[config.mk]
export PLATFORM = sky130hd
export DESIGN_NAME = ordbyte_ldst
export DESIGN_NICKNAME = d
export VERILOG_FILES = /design/src/rtl/ordbyte_pkg.sv /design/src/rtl/ordbyte_decode.sv /design/src/rtl/ordbyte_agen.sv /design/src/rtl/ordbyte_extend.sv /design/src/rtl/ordbyte_ldst.sv
export SDC_FILE = /design/constraint.sdc
export NUM_CORES = 1
export LEC_CHECK = 0
export BUFFER_PORTS_ARGS = -buffer_cell sky130_fd_sc_hd__buf_2
export CAP_MARGIN = 0
export CELL_PAD_IN_SITES_DETAIL_PLACEMENT = 1
export CELL_PAD_IN_SITES_GLOBAL_PLACEMENT = 2
export CORE_AREA = 2 2 185 187
export CTS_CLUSTER_DIAMETER = 150
export CTS_CLUSTER_SIZE = 16
export DETAILED_ROUTE_END_ITERATION = 7
export DIE_AREA = 0 0 187 189
export HOLD_SLACK_MARGIN = 0.02
export PLACE_DENSITY = 0.86
export SLEW_MARGIN = 40
export SYNTH_ARGS = -nofsm -noshare
export SYNTH_HDL_FRONTEND = slang
export SYNTH_SLANG_ARGS = --single-unit
[constraint.sdc]
create_clock -name clk -period 4.9 [get_ports clk]
set_input_delay 0.735 -clock clk [delete_from_list [all_inputs] [get_ports clk]]
set_output_delay 0.735 -clock clk [all_outputs]
set_load 0.005 [all_outputs]
[src/rtl/ordbyte_pkg.sv]
package ordbyte_pkg;
  typedef enum logic [1:0] {
    KIND_LOAD  = 2'd0,
    KIND_STORE = 2'd1,
    KIND_PREF  = 2'd2
  } acc_kind_e;

  typedef struct packed {
    acc_kind_e kind;
    logic      sext;
    logic      narrow;
    logic      use_sp;
    logic      tag_chk;
    logic      chk_align;
  } dec_t;

  localparam logic [1:0] SIZE_ONE_BYTE = 2'd0;
endpackage

[src/rtl/ordbyte_decode.sv]
module ordbyte_decode
  import ordbyte_pkg::*;
#(
  parameter int REG_IDX_W = 5
) (
  input  logic [1:0]           opc,
  input  logic                 pref,
  input  logic [REG_IDX_W-1:0] base_idx,
  output dec_t                 dec
);
  localparam logic [REG_IDX_W-1:0] SP_IDX = '1;

  always_comb begin
    dec        = '0;
    dec.use_sp = (base_idx == SP_IDX);
    if (pref) begin
      dec.kind = KIND_PREF;
    end else if (!opc[1]) begin
      dec.kind   = opc[0] ? KIND_LOAD : KIND_STORE;
      dec.narrow = 1'b1;
    end else begin
      dec.kind   = KIND_LOAD;
      dec.sext   = 1'b1;
      dec.narrow = opc[0];
    end
    dec.tag_chk   = (dec.kind != KIND_PREF) && !dec.use_sp;
    dec.chk_align = (dec.kind != KIND_PREF) && dec.use_sp;
  end
endmodule

[src/rtl/ordbyte_agen.sv]
module ordbyte_agen #(
  parameter int XLEN      = 64,
  parameter int IMM_W     = 9,
  parameter int ALIGN_LSB = 4
) (
  input  logic             use_sp,
  input  logic             chk_align,
  input  logic [XLEN-1:0]  base_val,
  input  logic [XLEN-1:0]  sp_val,
  input  logic [IMM_W-1:0] imm,
  output logic [XLEN-1:0]  addr,
  output logic             misaligned
);
  localparam int EXT_W = XLEN - IMM_W;

  logic [XLEN-1:0] offset;
  logic [XLEN-1:0] base_sel;

  assign offset     = {{EXT_W{imm[IMM_W-1]}}, imm};
  assign base_sel   = use_sp ? sp_val : base_val;
  assign addr       = base_sel + offset;
  assign misaligned = chk_align && (|sp_val[ALIGN_LSB-1:0]);
endmodule

[src/rtl/ordbyte_extend.sv]
module ordbyte_extend #(
  parameter int XLEN     = 64,
  parameter int NARROW_W = 32
) (
  input  logic [7:0]      data,
  input  logic            sext,
  input  logic            narrow,
  output logic [XLEN-1:0] result
);
  logic [XLEN-1:0] wide;

  assign wide = sext ? {{(XLEN-8){data[7]}}, data} : {{(XLEN-8){1'b0}}, data};

  generate
    if (XLEN > NARROW_W) begin : g_clip
      assign result = narrow ? {{(XLEN-NARROW_W){1'b0}}, wide[NARROW_W-1:0]} : wide;
    end else begin : g_same
      logic unused_narrow;
      assign unused_narrow = narrow;
      assign result = wide;
    end
  endgenerate
endmodule

[src/rtl/ordbyte_ldst.sv]
module ordbyte_ldst
  import ordbyte_pkg::*;
#(
  parameter int XLEN      = 64,
  parameter int NARROW_W  = 32,
  parameter int REG_IDX_W = 5,
  parameter int IMM_W     = 9,
  parameter int ALIGN_LSB = 4
) (
  input  logic                 clk,
  input  logic                 rst,
  input  logic                 in_valid,
  output logic                 in_ready,
  input  logic [1:0]           in_opc,
  input  logic                 in_pref,
  input  logic [REG_IDX_W-1:0] in_base,
  input  logic [REG_IDX_W-1:0] in_tgt,
  input  logic [IMM_W-1:0]     in_imm,
  input  logic [XLEN-1:0]      base_val,
  input  logic [XLEN-1:0]      sp_val,
  input  logic [XLEN-1:0]      tgt_val,
  output logic                 req_valid,
  input  logic                 req_ready,
  output logic [1:0]           req_kind,
  output logic [XLEN-1:0]      req_addr,
  output logic [7:0]           req_wdata,
  output logic [1:0]           req_size,
  output logic                 req_ordered,
  output logic                 req_tagchk,
  output logic [REG_IDX_W-1:0] req_hint,
  input  logic                 rsp_valid,
  input  logic [7:0]           rsp_data,
  output logic                 wb_valid,
  output logic [REG_IDX_W-1:0] wb_idx,
  output logic [XLEN-1:0]      wb_data,
  output logic                 align_fault
);
  typedef enum logic [1:0] {ST_IDLE, ST_REQ, ST_RESP} state_e;

  state_e                 state;
  dec_t                   dec;
  logic [XLEN-1:0]        ea;
  logic                   misaligned;
  logic [XLEN-1:0]        ext_val;
  logic                   pend_sext;
  logic                   pend_narrow;
  logic [REG_IDX_W-1:0]   pend_idx;
  logic                   unused_tgt_hi;

  assign unused_tgt_hi = ^tgt_val[XLEN-1:8];

  ordbyte_decode #(.REG_IDX_W(REG_IDX_W)) u_dec (
    .opc(in_opc), .pref(in_pref), .base_idx(in_base), .dec(dec)
  );

  ordbyte_agen #(.XLEN(XLEN), .IMM_W(IMM_W), .ALIGN_LSB(ALIGN_LSB)) u_agen (
    .use_sp(dec.use_sp), .chk_align(dec.chk_align), .base_val(base_val),
    .sp_val(sp_val), .imm(in_imm), .addr(ea), .misaligned(misaligned)
  );

  ordbyte_extend #(.XLEN(XLEN), .NARROW_W(NARROW_W)) u_ext (
    .data(rsp_data), .sext(pend_sext), .narrow(pend_narrow), .result(ext_val)
  );

  assign in_ready = (state == ST_IDLE);
  assign req_size = SIZE_ONE_BYTE;

  always_ff @(posedge clk) begin
    if (rst) begin
      state       <= ST_IDLE;
      req_valid   <= 1'b0;
      req_kind    <= KIND_LOAD;
      req_addr    <= '0;
      req_wdata   <= '0;
      req_ordered <= 1'b0;
      req_tagchk  <= 1'b0;
      req_hint    <= '0;
      wb_valid    <= 1'b0;
      wb_idx      <= '0;
      wb_data     <= '0;
      align_fault <= 1'b0;
      pend_sext   <= 1'b0;
      pend_narrow <= 1'b0;
      pend_idx    <= '0;
    end else begin
      wb_valid    <= 1'b0;
      align_fault <= 1'b0;
      case (state)
        ST_IDLE: begin
          if (in_valid) begin
            if (misaligned) begin
              align_fault <= 1'b1;
            end else begin
              req_valid   <= 1'b1;
              req_kind    <= dec.kind;
              req_addr    <= ea;
              req_wdata   <= (dec.kind == KIND_STORE) ? tgt_val[7:0] : 8'h00;
              req_ordered <= (dec.kind != KIND_PREF);
              req_tagchk  <= dec.tag_chk;
              req_hint    <= in_tgt;
              pend_sext   <= dec.sext;
              pend_narrow <= dec.narrow;
              pend_idx    <= in_tgt;
              state       <= ST_REQ;
            end
          end
        end
        ST_REQ: begin
          if (req_ready) begin
            req_valid <= 1'b0;
            state     <= (req_kind == KIND_LOAD) ? ST_RESP : ST_IDLE;
          end
        end
        ST_RESP: begin
          if (rsp_valid) begin
            wb_valid <= 1'b1;
            wb_idx   <= pend_idx;
            wb_data  <= ext_val;
            state    <= ST_IDLE;
          end
        end
        default: state <= ST_IDLE;
      endcase
    end
  end

  assert_fault_blocks_req_R5: assert property (@(posedge clk) disable iff (rst)
    align_fault |-> (!req_valid && !wb_valid));

  assert_req_hold_R9: assert property (@(posedge clk) disable iff (rst)
    (req_valid && !req_ready) |=> (req_valid && $stable(req_addr) &&
                                   $stable(req_kind) && $stable(req_wdata)));

  assert_busy_not_ready_R9: assert property (@(posedge clk) disable iff (rst)
    req_valid |-> !in_ready);

  assert_wb_pulse_R4: assert property (@(posedge clk) disable iff (rst)
    wb_valid |=> !wb_valid);

  assert_ordered_mem_R7: assert property (@(posedge clk) disable iff (rst)
    (req_valid && req_kind != KIND_PREF) |-> req_ordered);

  assert_pref_plain_R6: assert property (@(posedge clk) disable iff (rst)
    (req_valid && req_kind == KIND_PREF) |-> (!req_tagchk && !req_ordered));
endmodule

==> reports/qor.yml, run 1 <==
post_synth_instance_area_mm2: 0.008581
antennaDiodeCount: 0
wl_per_cell_um: 17.33
post_synth_most_frequent_cells: "sky130_fd_sc_hd__nand2_1 (197), sky130_fd_sc_hd__a21oi_1 (151), sky130_fd_sc_hd__dfxtp_1 (103)"
post-route-period-util: 0.8349
synth_area_leader_cell: "sky130_fd_sc_hd__dfxtp_1"
viasPerCell: 4.927
clk_pin_slew_worst_paths_ns: 0.07
cts.path.max_buffers: 2
finalNetCount: 1666
vias: 8996
detail_route.first_pass.iterations: 5
synthDistinctLibCells: 74
drive_above_1_share: 0.3309
worst_clock_skew_ns: 0.01036
post-place-ws_ns: 0.4736
critical_path.endpoint_type: "flip-flop"
die_width_um: 187
chipHeight_um: 189
max_clock_freq_mhz: 244.4
grt_pass1_vias: 9089
timing.setup.tns_ns: 0
grt_pass1_wl_um: 49220
setup_viol_count_final: 0
synth.yosys.seq_area_share: 0.2403
setup_ws_ns: 0.8090
instances_no_fill: 1826
pleak_uw: 0.004855
synth_top_area_share: 0.2403
post_cts.repair.setup_buffers: 0
place_hpwl_um: 25770
grt_overflow_total: 0
total_switching_power_uw: 969.4
placeable_core_area_mm2: 0.03328
class_of_the_most_critical_hold_timing_path: "reg -> reg"
syn2layout_area_growth_pct: 23.52
grt_use_total: 0.1736
synth.top_cells.by_area: "sky130_fd_sc_hd__dfxtp_1 (24%), sky130_fd_sc_hd__ha_1 (9.3%), sky130_fd_sc_hd__a21oi_1 (8.8%)"
tritoncts: "built"
h_tree_levels: 3
critical_path_peak_fanout: 30
cp.arrival_ns: 4.38
combPwrFrac: 0.377
port-buffer-count: 324
power_uw: 2634
unrepaired_setup_endpoints_after_global_routing: "no"
dominant_cell_by_count_in_the_synthesized_netlist: "sky130_fd_sc_hd__nand2_1"
internal_power_uw: 1665
cap_violations: 0
drt_first_iter_violations: 304
totalWireLength_um: 31640
cts.sinks: 103
place.detailed.instances: 1811
finalWeightedCongestion: 0.8745
design.portCount: 383
clkLatencyLatePin_ns: 0.37
switching_share: 0.3680
cellPowerDensity_mw_per_mm2: 248.6
cts_hold_buffers: 0
finalWorstPathRequiredPeriod_ns: 4.091
rows: 67
post_synthesis_cell_count: 1126
slew_violations: 0
postSynthAreaPerCell_um2: 7.621
synth_flop_cell: "sky130_fd_sc_hd__dfxtp_1"
outcome: "complete, no violations"
ir_drop_v: 0.0001563
required_ns: 5.19
largest_net_degree_at_the_start_of_global_routing: 51
crit_path_start_kind: "input port"
slew-limit-headroom: 0.4764
post-route-drc-count: 0
route.antenna.remaining_nets: 0
tritoncts.num_buffers: 9
sequential_fraction_of_design_power: 0.360
yosys_warnings: 0
timing_worst_slew_pin_value_ns: 0.7831
synth-edff-count: 0
clkPwrFrac: 0.263
number_of_synthesized_register_bits: 103
fp.dieArea_mm2: 0.03534
grt_antenna_before_repair: 0
resized_cells_post_cts: 0
final_hold_viol_count: 0
clk_root_buffer_cell: "sky130_fd_sc_hd__clkbuf_16"
async_reset_ff_frac: 0
initial_cell_density_of_the_core: 0.2578
crit_path_kind: "in -> reg"
## power by group through the flow
stage / combinational, uW / clock [uW] / sequential [uW]
after CTS: 1000 / 724 / 949
after floorplan: 624 / 0 / 966
after global placement: 978 / 0 / 965
after detailed placement: 996 / 0 / 969
final: 994 / 693 / 948
after global routing: 1100 / 746 / 957
## layout make-up
cell class | instances | area (um2)
inverters | 16 | 60.06
flip-flops and latches | 103 | 2063
clock buffers | 12 | 236.5
fillers | 4209 | 22680
multi-input cells | 895 | 5833
repair buffers | 349 | 1824
well taps | 448 | 560.5
clock inverters | 3 | 21.27
## metrics by stage
| step | hold slack, ns | util | instance area, um2 |
|---|---|---|---|
| after floorplan | 0.4418 | - | 8584 |
| after global placement | 0.4355 | 0.3104 | 10330 |
| after detailed placement | 0.4416 | 0.3104 | 10330 |
| after CTS | 0.4520 | 0.3182 | 10590 |
| after global routing | 0.4708 | 0.3185 | 10600 |
| final | 0.4478 | 0.3185 | 10600 |
## per-layer routing
metal,wire (um),part of all wire,global-route usage,vias up
li1,-,-,-,4466
met1,14090,0.45,0.2117,4264
met2,15840,0.50,0.3204,245
met3,1239,0.039,0.01872,21
met4,472,0.015,0.05128,0
met5,0,0,0,-
## flip-flops by register name, summed over array words and instances (netlist names)
name / flops
req_addr: 64
wb_data: 10
req_wdata: 8
pend_idx: 5
wb_idx: 5
req_kind: 2
state: 2
align_fault: 1
pend_narrow: 1
pend_sext: 1
req_ordered: 1
req_tagchk: 1
req_valid: 1
wb_valid: 1
## cell usage in the layout (no fill, tap or decap), types with 17 or more instances in the layout
master and n:
sky130_fd_sc_hd__buf_2 323, sky130_fd_sc_hd__buf_4 25, sky130_fd_sc_hd__nand3_1 22, sky130_fd_sc_hd__nor2_1 62
sky130_fd_sc_hd__o21ai_0 47, sky130_fd_sc_hd__xnor2_1 34, sky130_fd_sc_hd__nand2_1 197, sky130_fd_sc_hd__nand4_1 17
sky130_fd_sc_hd__dfxtp_1 102, sky130_fd_sc_hd__ha_1 64, sky130_fd_sc_hd__mux2_2 63, sky130_fd_sc_hd__a21o_1 24
sky130_fd_sc_hd__a21oi_1 151
## worst paths after layout
| path | start | to | slack (ns) | depth (start not counted) |
|---|---|---|---|---|
| worst min-delay path | req_addr[61] | req_addr[61] | 0.45 | 2 |
| worst max register to register | state[0] | req_addr[26] | 2.76 | 5 |
| worst min register to register | req_addr[61] | req_addr[61] | 0.45 | 2 |
| worst max-delay path | in_base[1] | req_addr[53] | 0.81 | 16 |
## critical path: stages
cell                      delay [ns]
sky130_fd_sc_hd__buf_2          0.09
sky130_fd_sc_hd__and3_1         0.19
sky130_fd_sc_hd__nand3_4        0.10
sky130_fd_sc_hd__buf_12         0.18
sky130_fd_sc_hd__mux2_2         0.38
sky130_fd_sc_hd__ha_1           0.41
sky130_fd_sc_hd__nand4_1        0.21
sky130_fd_sc_hd__nor3_1         0.32
sky130_fd_sc_hd__nand4_1        0.14
sky130_fd_sc_hd__o21ai_1        0.32
sky130_fd_sc_hd__a21oi_1        0.19
sky130_fd_sc_hd__o21ai_1        0.41
sky130_fd_sc_hd__a21oi_1        0.19
sky130_fd_sc_hd__xnor2_1        0.23
sky130_fd_sc_hd__nand2_1        0.07
sky130_fd_sc_hd__a21oi_1        0.15
## cell families after synthesis
kind of cell | synth area share
flip-flops | 0.2403
multiplexers | 0.08384
AO/OA/AOI/OAI | 0.2412
adder cells (fa/ha/maj) | 0.09566
other | 0.0004370
XOR/XNOR | 0.05104
AND/OR/NAND/NOR | 0.2039
buffers and inverters | 0.08370
(Power assumes the default switching activity.)
==> run 2: changes to the inputs <==
==> constraint.sdc (replaced) <==
create_clock -name clk -period 4.1 [get_ports clk]
set_input_delay 0.615 -clock clk [delete_from_list [all_inputs] [get_ports clk]]
set_output_delay 0.615 -clock clk [all_outputs]
set_load 0.005 [all_outputs]
==> run 2 against run 1 <==
Clock-buffer cell count down 2. Routed wire length rose by 4.1%. Flip-flop and latch count did not move. Die area unchanged. Setup slack got worse by 0.63 ns. Critical path depth increased by 3. Utilization rose by 3.0 points. Global-route usage increased by 1.0 points. Critical endpoint is now req_addr[58]. Largest power group unchanged.
==> reports/qor.yml, run 2 (synthesis results as in run 1) <==
outcome: "complete, no violations"
cts.sinks: 103
place_hpwl_um: 27160
pleak_uw: 0.005485
h_tree_levels: 3
critical_path.endpoint_type: "flip-flop"
drt_first_iter_violations: 299
drive_above_1_share: 0.3906
cts.path.max_buffers: 2
detail_route.first_pass.iterations: 4
worst_r2r_path_depth: 6
clk_root_buffer_cell: "sky130_fd_sc_hd__clkbuf_16"
cellPowerDensity_mw_per_mm2: 297.2
slew-limit-headroom: 0.4965
syn2layout_area_growth_pct: 35.32
crit_path_kind: "in -> reg"
area_of_the_multi_input_gates_mm2: 0.005838
number_of_cells_on_the_worst_hold_path: 2
rows: 67
n_fill_cell: 4170
crit_path_start_kind: "input port"
grt_overflow_total: 0
fp.dieArea_mm2: 0.03534
route.antenna.remaining_nets: 0
die_width_um: 187
power_uw: 3450
design.portCount: 383
vias: 9412
mostFrequentLayoutCell: "sky130_fd_sc_hd__buf_2"
grt_pass1_wl_um: 52020
post_cts.repair.setup_buffers: 0
post-route-drc-count: 0
wl_per_cell_um: 16.87
area.sequential_mm2: 0.002063
final_area_mm2: 0.01161
setup_viol_count_final: 0
class_of_the_most_critical_hold_timing_path: "reg -> reg"
clkLatencyLatePin_ns: 0.37
setup_ws_ns: 0.1833
cp.arrival_ns: 4.13
timing_worst_slew_pin_value_ns: 0.7553
grt_antenna_before_repair: 1
totalWireLength_um: 32930
post-route-period-util: 0.9553
required_ns: 4.31
finalNetCount: 1790
port-buffer-count: 324
worst_clock_skew_ns: 0.02390
placeable_core_area_mm2: 0.03328
post-place-ws_ns: -0.2436
largest_net_degree_at_the_start_of_global_routing: 49
finalWeightedCongestion: 0.8558
slew_violations: 0
post_dp_cell_area_mm2: 0.01127
tritoncts: "built"
final_hold_viol_count: 0
clk_pin_slew_worst_paths_ns: 0.08
grt_pass1_vias: 9618
grt_use_total: 0.1838
unrepaired_setup_endpoints_after_global_routing: "no"
finalWorstPathRequiredPeriod_ns: 3.917
postLayoutCoreUtil: 0.3489
viasPerCell: 4.822
max_clock_freq_mhz: 255.3
ir_drop_v: 0.0001752
initial_cell_density_of_the_core: 0.2578
layout_common_cells: "sky130_fd_sc_hd__buf_2 (323), sky130_fd_sc_hd__nand2_1 (197), sky130_fd_sc_hd__a21oi_1 (150), sky130_fd_sc_hd__buf_4 (147), sky130_fd_sc_hd__dfxtp_1 (102)"
leading_registers_by_flop_count: "req_addr: 64 flops, wb_data: 10 flops, req_wdata: 8 flops"
tritoncts.num_buffers: 9
critical_path_peak_fanout: 17
largest_reg_flops: 64
chipHeight_um: 189
cap_violations: 0
top_register: "req_addr"
-- run 2: worst max-delay path, stage by stage --
cell and delay [ns]:
sky130_fd_sc_hd__buf_2 0.07, sky130_fd_sc_hd__and3_1 0.19, sky130_fd_sc_hd__nand3_4 0.13, sky130_fd_sc_hd__buf_12 0.18, sky130_fd_sc_hd__mux2_2 0.23, sky130_fd_sc_hd__ha_1 0.16
sky130_fd_sc_hd__inv_1 0.06, sky130_fd_sc_hd__fa_1 0.40, sky130_fd_sc_hd__nand2b_1 0.21, sky130_fd_sc_hd__a21oi_2 0.25, sky130_fd_sc_hd__o21ai_2 0.12, sky130_fd_sc_hd__a211oi_2 0.41
sky130_fd_sc_hd__o21ai_1 0.22, sky130_fd_sc_hd__nand3_1 0.19, sky130_fd_sc_hd__a311oi_2 0.11, sky130_fd_sc_hd__buf_4 0.17, sky130_fd_sc_hd__o21ai_0 0.16, sky130_fd_sc_hd__o31a_1 0.17
sky130_fd_sc_hd__o22ai_1 0.07
-- run 2: path summary, 6_finish.rpt --
check        slack [ns]          from      endpoint
max                0.18    in_base[1]  req_addr[58]
min reg2reg        0.45  req_addr[60]  req_addr[60]
min                0.45  req_addr[60]  req_addr[60]
max reg2reg        1.88      state[0]  req_addr[16]
-- run 2: metal layers --
metal	global-route usage	routed length, um	vias to the layer above
li1	-	-	4701
met1	0.2254	14610	4412
met2	0.3299	16040	260
met3	0.01891	1208	39
met4	0.07234	1080	0
met5	0	0	-
-- run 2: timing repair --
item	in CTS	in global routing
hold endpoints to repair	0	0
endpoints found under the setup margin	0	9
resized for setup	0	4
hold buffers	0	0
-- run 2: where the power goes --
| group | switching, uW | internal (uW) | leakage, uW |
|---|---|---|---|
| logic | 735 | 629 | 0.00449 |
| clock network | 454 | 502 | 0.000155 |
| registers | 47.2 | 1080 | 0.000843 |
-- run 2: area by class of cell --
cell class | instances | share of cell area
Clock inverter | 6 | 0.006573
Clock buffer | 10 | 0.02058
Inverter | 16 | 0.005172
Tap cell | 448 | 0.04828
Timing Repair Buffer | 473 | 0.2387
Sequential cell | 103 | 0.1777
Multi-Input combinational cell | 895 | 0.5028
Antenna cell | 1 | 0.0002155
-- run 2: stage by stage --
stage | cells | TNS, ns | hold WS (ns)
3_3_place_gp | 1935 | -1.318 | 0.4328
2_1_floorplan | 1127 | 0 | 0.4418
4_1_cts | 1951 | 0 | 0.4524
5_1_grt | 1952 | 0 | 0.4641
6_report | 1952 | 0 | 0.4501
3_5_place_dp | 1935 | -2.376 | 0.4416
==> run 3: changes to the inputs <==
--- a/config.mk
+++ b/config.mk
@@ -10,6 +10,7 @@
 export CELL_PAD_IN_SITES_DETAIL_PLACEMENT = 1
 export CELL_PAD_IN_SITES_GLOBAL_PLACEMENT = 2
 export CORE_AREA = 2 2 185 187
+export CTS_BUF_LIST = sky130_fd_sc_hd__clkbuf_8
 export CTS_CLUSTER_DIAMETER = 150
 export CTS_CLUSTER_SIZE = 16
 export DETAILED_ROUTE_END_ITERATION = 7
==> run 3 against run 2 <==
Clock power decreased by 23%. Clock skew increased by 0.0095 ns. Flip-flop and latch count unchanged. Sequential share of layout area increased by 0.17 points. Via count about the same. Non-clock buffer count unchanged. Register-to-register slack about the same. Power decreased by 6.3%.
==> reports/qor.yml, run 3 (synthesis results as in run 1) <==
clkLatencyLatePin_ns: 0.41
h_tree_levels: 3
chipHeight_um: 189
cts.sinks: 103
unrepaired_setup_endpoints_after_global_routing: "no"
worst_hold_path.endpoint: "wb_data[1]"
timing_worst_slew_pin_value_ns: 0.7783
cp.arrival_ns: 4.19
hold_path_start: "rsp_data[1]"
top_register: "req_addr"
layout_common_cells: "sky130_fd_sc_hd__buf_2 (323), sky130_fd_sc_hd__nand2_1 (197), sky130_fd_sc_hd__a21oi_1 (151), sky130_fd_sc_hd__buf_4 (147), sky130_fd_sc_hd__dfxtp_1 (102)"
post-route-period-util: 0.9422
cellPowerDensity_mw_per_mm2: 281.0
design.portCount: 383
finalWeightedCongestion: 0.8558
fin_worst_hold_slack_ns: 0.4464
drive_above_1_share: 0.3892
critical_path.endpoint_type: "flip-flop"
setup_viol_count_final: 0
slew-limit-headroom: 0.4811
ir_drop_v: 0.0001708
r2r_end: "req_addr[16]"
post_cts.repair.setup_buffers: 0
worst_clock_skew_ns: 0.03339
area.sequential_mm2: 0.002063
grt_pass1_vias: 9589
cp_max_stage_cell: "sky130_fd_sc_hd__o31ai_1"
clk_pin_slew_worst_paths_ns: 0.12
route.antenna.remaining_nets: 0
max_clock_freq_mhz: 258.9
initial_cell_density_of_the_core: 0.2578
grt_pass1_wl_um: 52020
required_ns: 4.43
resized_cells_post_cts: 0
viasPerCell: 4.817
power_uw: 3233
class_of_the_most_critical_hold_timing_path: "in -> reg"
largest_reg_flops: 64
clk_root_buffer_cell: "sky130_fd_sc_hd__clkbuf_8"
outcome: "complete, no violations"
tritoncts.num_buffers: 9
cts_hold_buffers: 0
port-buffer-count: 324
slew_violations: 0
cts.path.max_buffers: 2
timing.critical_path.cells: "buf_2 -> and3_1 -> nand3_4 -> buf_12 -> buf_4 -> mux2_2 -> ha_1 -> nand2_1 -> o31ai_1 -> nand4_1 -> o21ai_1 -> a21oi_1 -> and3_1 -> o41ai_1 -> xnor2_1 -> nand2_1 -> a21oi_1"
rows: 67
grt_overflow_total: 0
ff2ff_setup_slack_ns: 1.88
pleak_uw: 0.005438
vias: 9408
tritoncts: "built"
number_of_cells_on_the_worst_hold_path: 3
crit_path_start_kind: "input port"
drt_first_iter_violations: 288
finalWorstPathRequiredPeriod_ns: 3.863
critical_path_peak_fanout: 17
grt_use_total: 0.1835
worst_r2r_path_depth: 6
r2r_start: "state[0]"
fp.dieArea_mm2: 0.03534
largest_net_degree_at_the_start_of_global_routing: 49
critical_path.max_stage_delay_ns: 0.42
final_hold_viol_count: 0
crit_path_kind: "in -> reg"
post-route-drc-count: 0
mostFrequentLayoutCell: "sky130_fd_sc_hd__buf_2"
syn2layout_area_growth_pct: 34.05
die_width_um: 187
leading_registers_by_flop_count: "req_addr: 64 flops, wb_data: 10 flops, req_wdata: 8 flops"
area_of_the_multi_input_gates_mm2: 0.005828
n_fill_cell: 4179
totalWireLength_um: 32800
finalNetCount: 1790
placeable_core_area_mm2: 0.03328
wl_per_cell_um: 16.79
cap_violations: 0
place_hpwl_um: 27160
grt_antenna_before_repair: 1
detail_route.first_pass.iterations: 4
run 3: cell count changes in the layout (fill, tap and decap cells not counted), sizes merged:
cell / before / now
diode: 1 / 2
run 3: area by class of cell:
| type | count | area share |
|---|---|---|
| clock inverter | 6 | 0.006635 |
| antenna | 2 | 0.0004351 |
| inverter | 16 | 0.005221 |
| multi-input combinational | 895 | 0.5067 |
| clock buffer | 10 | 0.01197 |
| timing repair buffer | 473 | 0.2409 |
| sequential | 103 | 0.1794 |
| tap | 448 | 0.04873 |
run 3: worst max-delay path by stage:
stage	start	to	slack [ns]	cells past startpoint
2_1_floorplan	in_base[1]	req_addr[60]	0.07	17
3_3_place_gp	in_base[1]	req_addr[47]	-0.17	17
3_5_place_dp	in_base[1]	req_addr[47]	-0.24	17
4_1_cts	in_base[1]	req_addr[47]	0.17	17
5_1_grt	in_base[1]	req_addr[52]	0.0004	18
6_report	in_base[1]	req_addr[45]	0.24	17
run 3: per-stage QoR:
stage               cells    util  TNS, ns  cell area, um2  setup WS, ns
CTS                  1951  0.3452        0           11490        0.1728
global placement     1935  0.3388   -1.318           11270       -0.1726
floorplan            1127       -        0            8586       0.07489
finish               1953  0.3456        0           11500        0.2369
detailed placement   1935  0.3388   -2.376           11270       -0.2436
global route         1952  0.3455        0           11500     0.0003908
run 3: report_power, final:
| group | internal [uW] | switching [uW] |
|---|---|---|
| clock network | 310 | 430 |
| logic | 629 | 732 |
| registers | 1080 | 47.6 |
run 3: critical path: cells and delay by family:
kind	cells	cell delay, ns
AND/OR/NAND/NOR	6	0.88
buffers and inverters	3	0.41
AO/OA/AOI/OAI	5	1.39
multiplexers	1	0.34
XOR/XNOR	1	0.17
adder cells (fa/ha/maj)	1	0.35
run 3: routing by layer:
metal,GRT usage,vias up,part of all wire
met4,0.05678,0,0.021
met3,0.01816,31,0.037
met1,0.2277,4424,0.45
met5,0,-,0
met2,0.3339,251,0.50
li1,-,4702,-
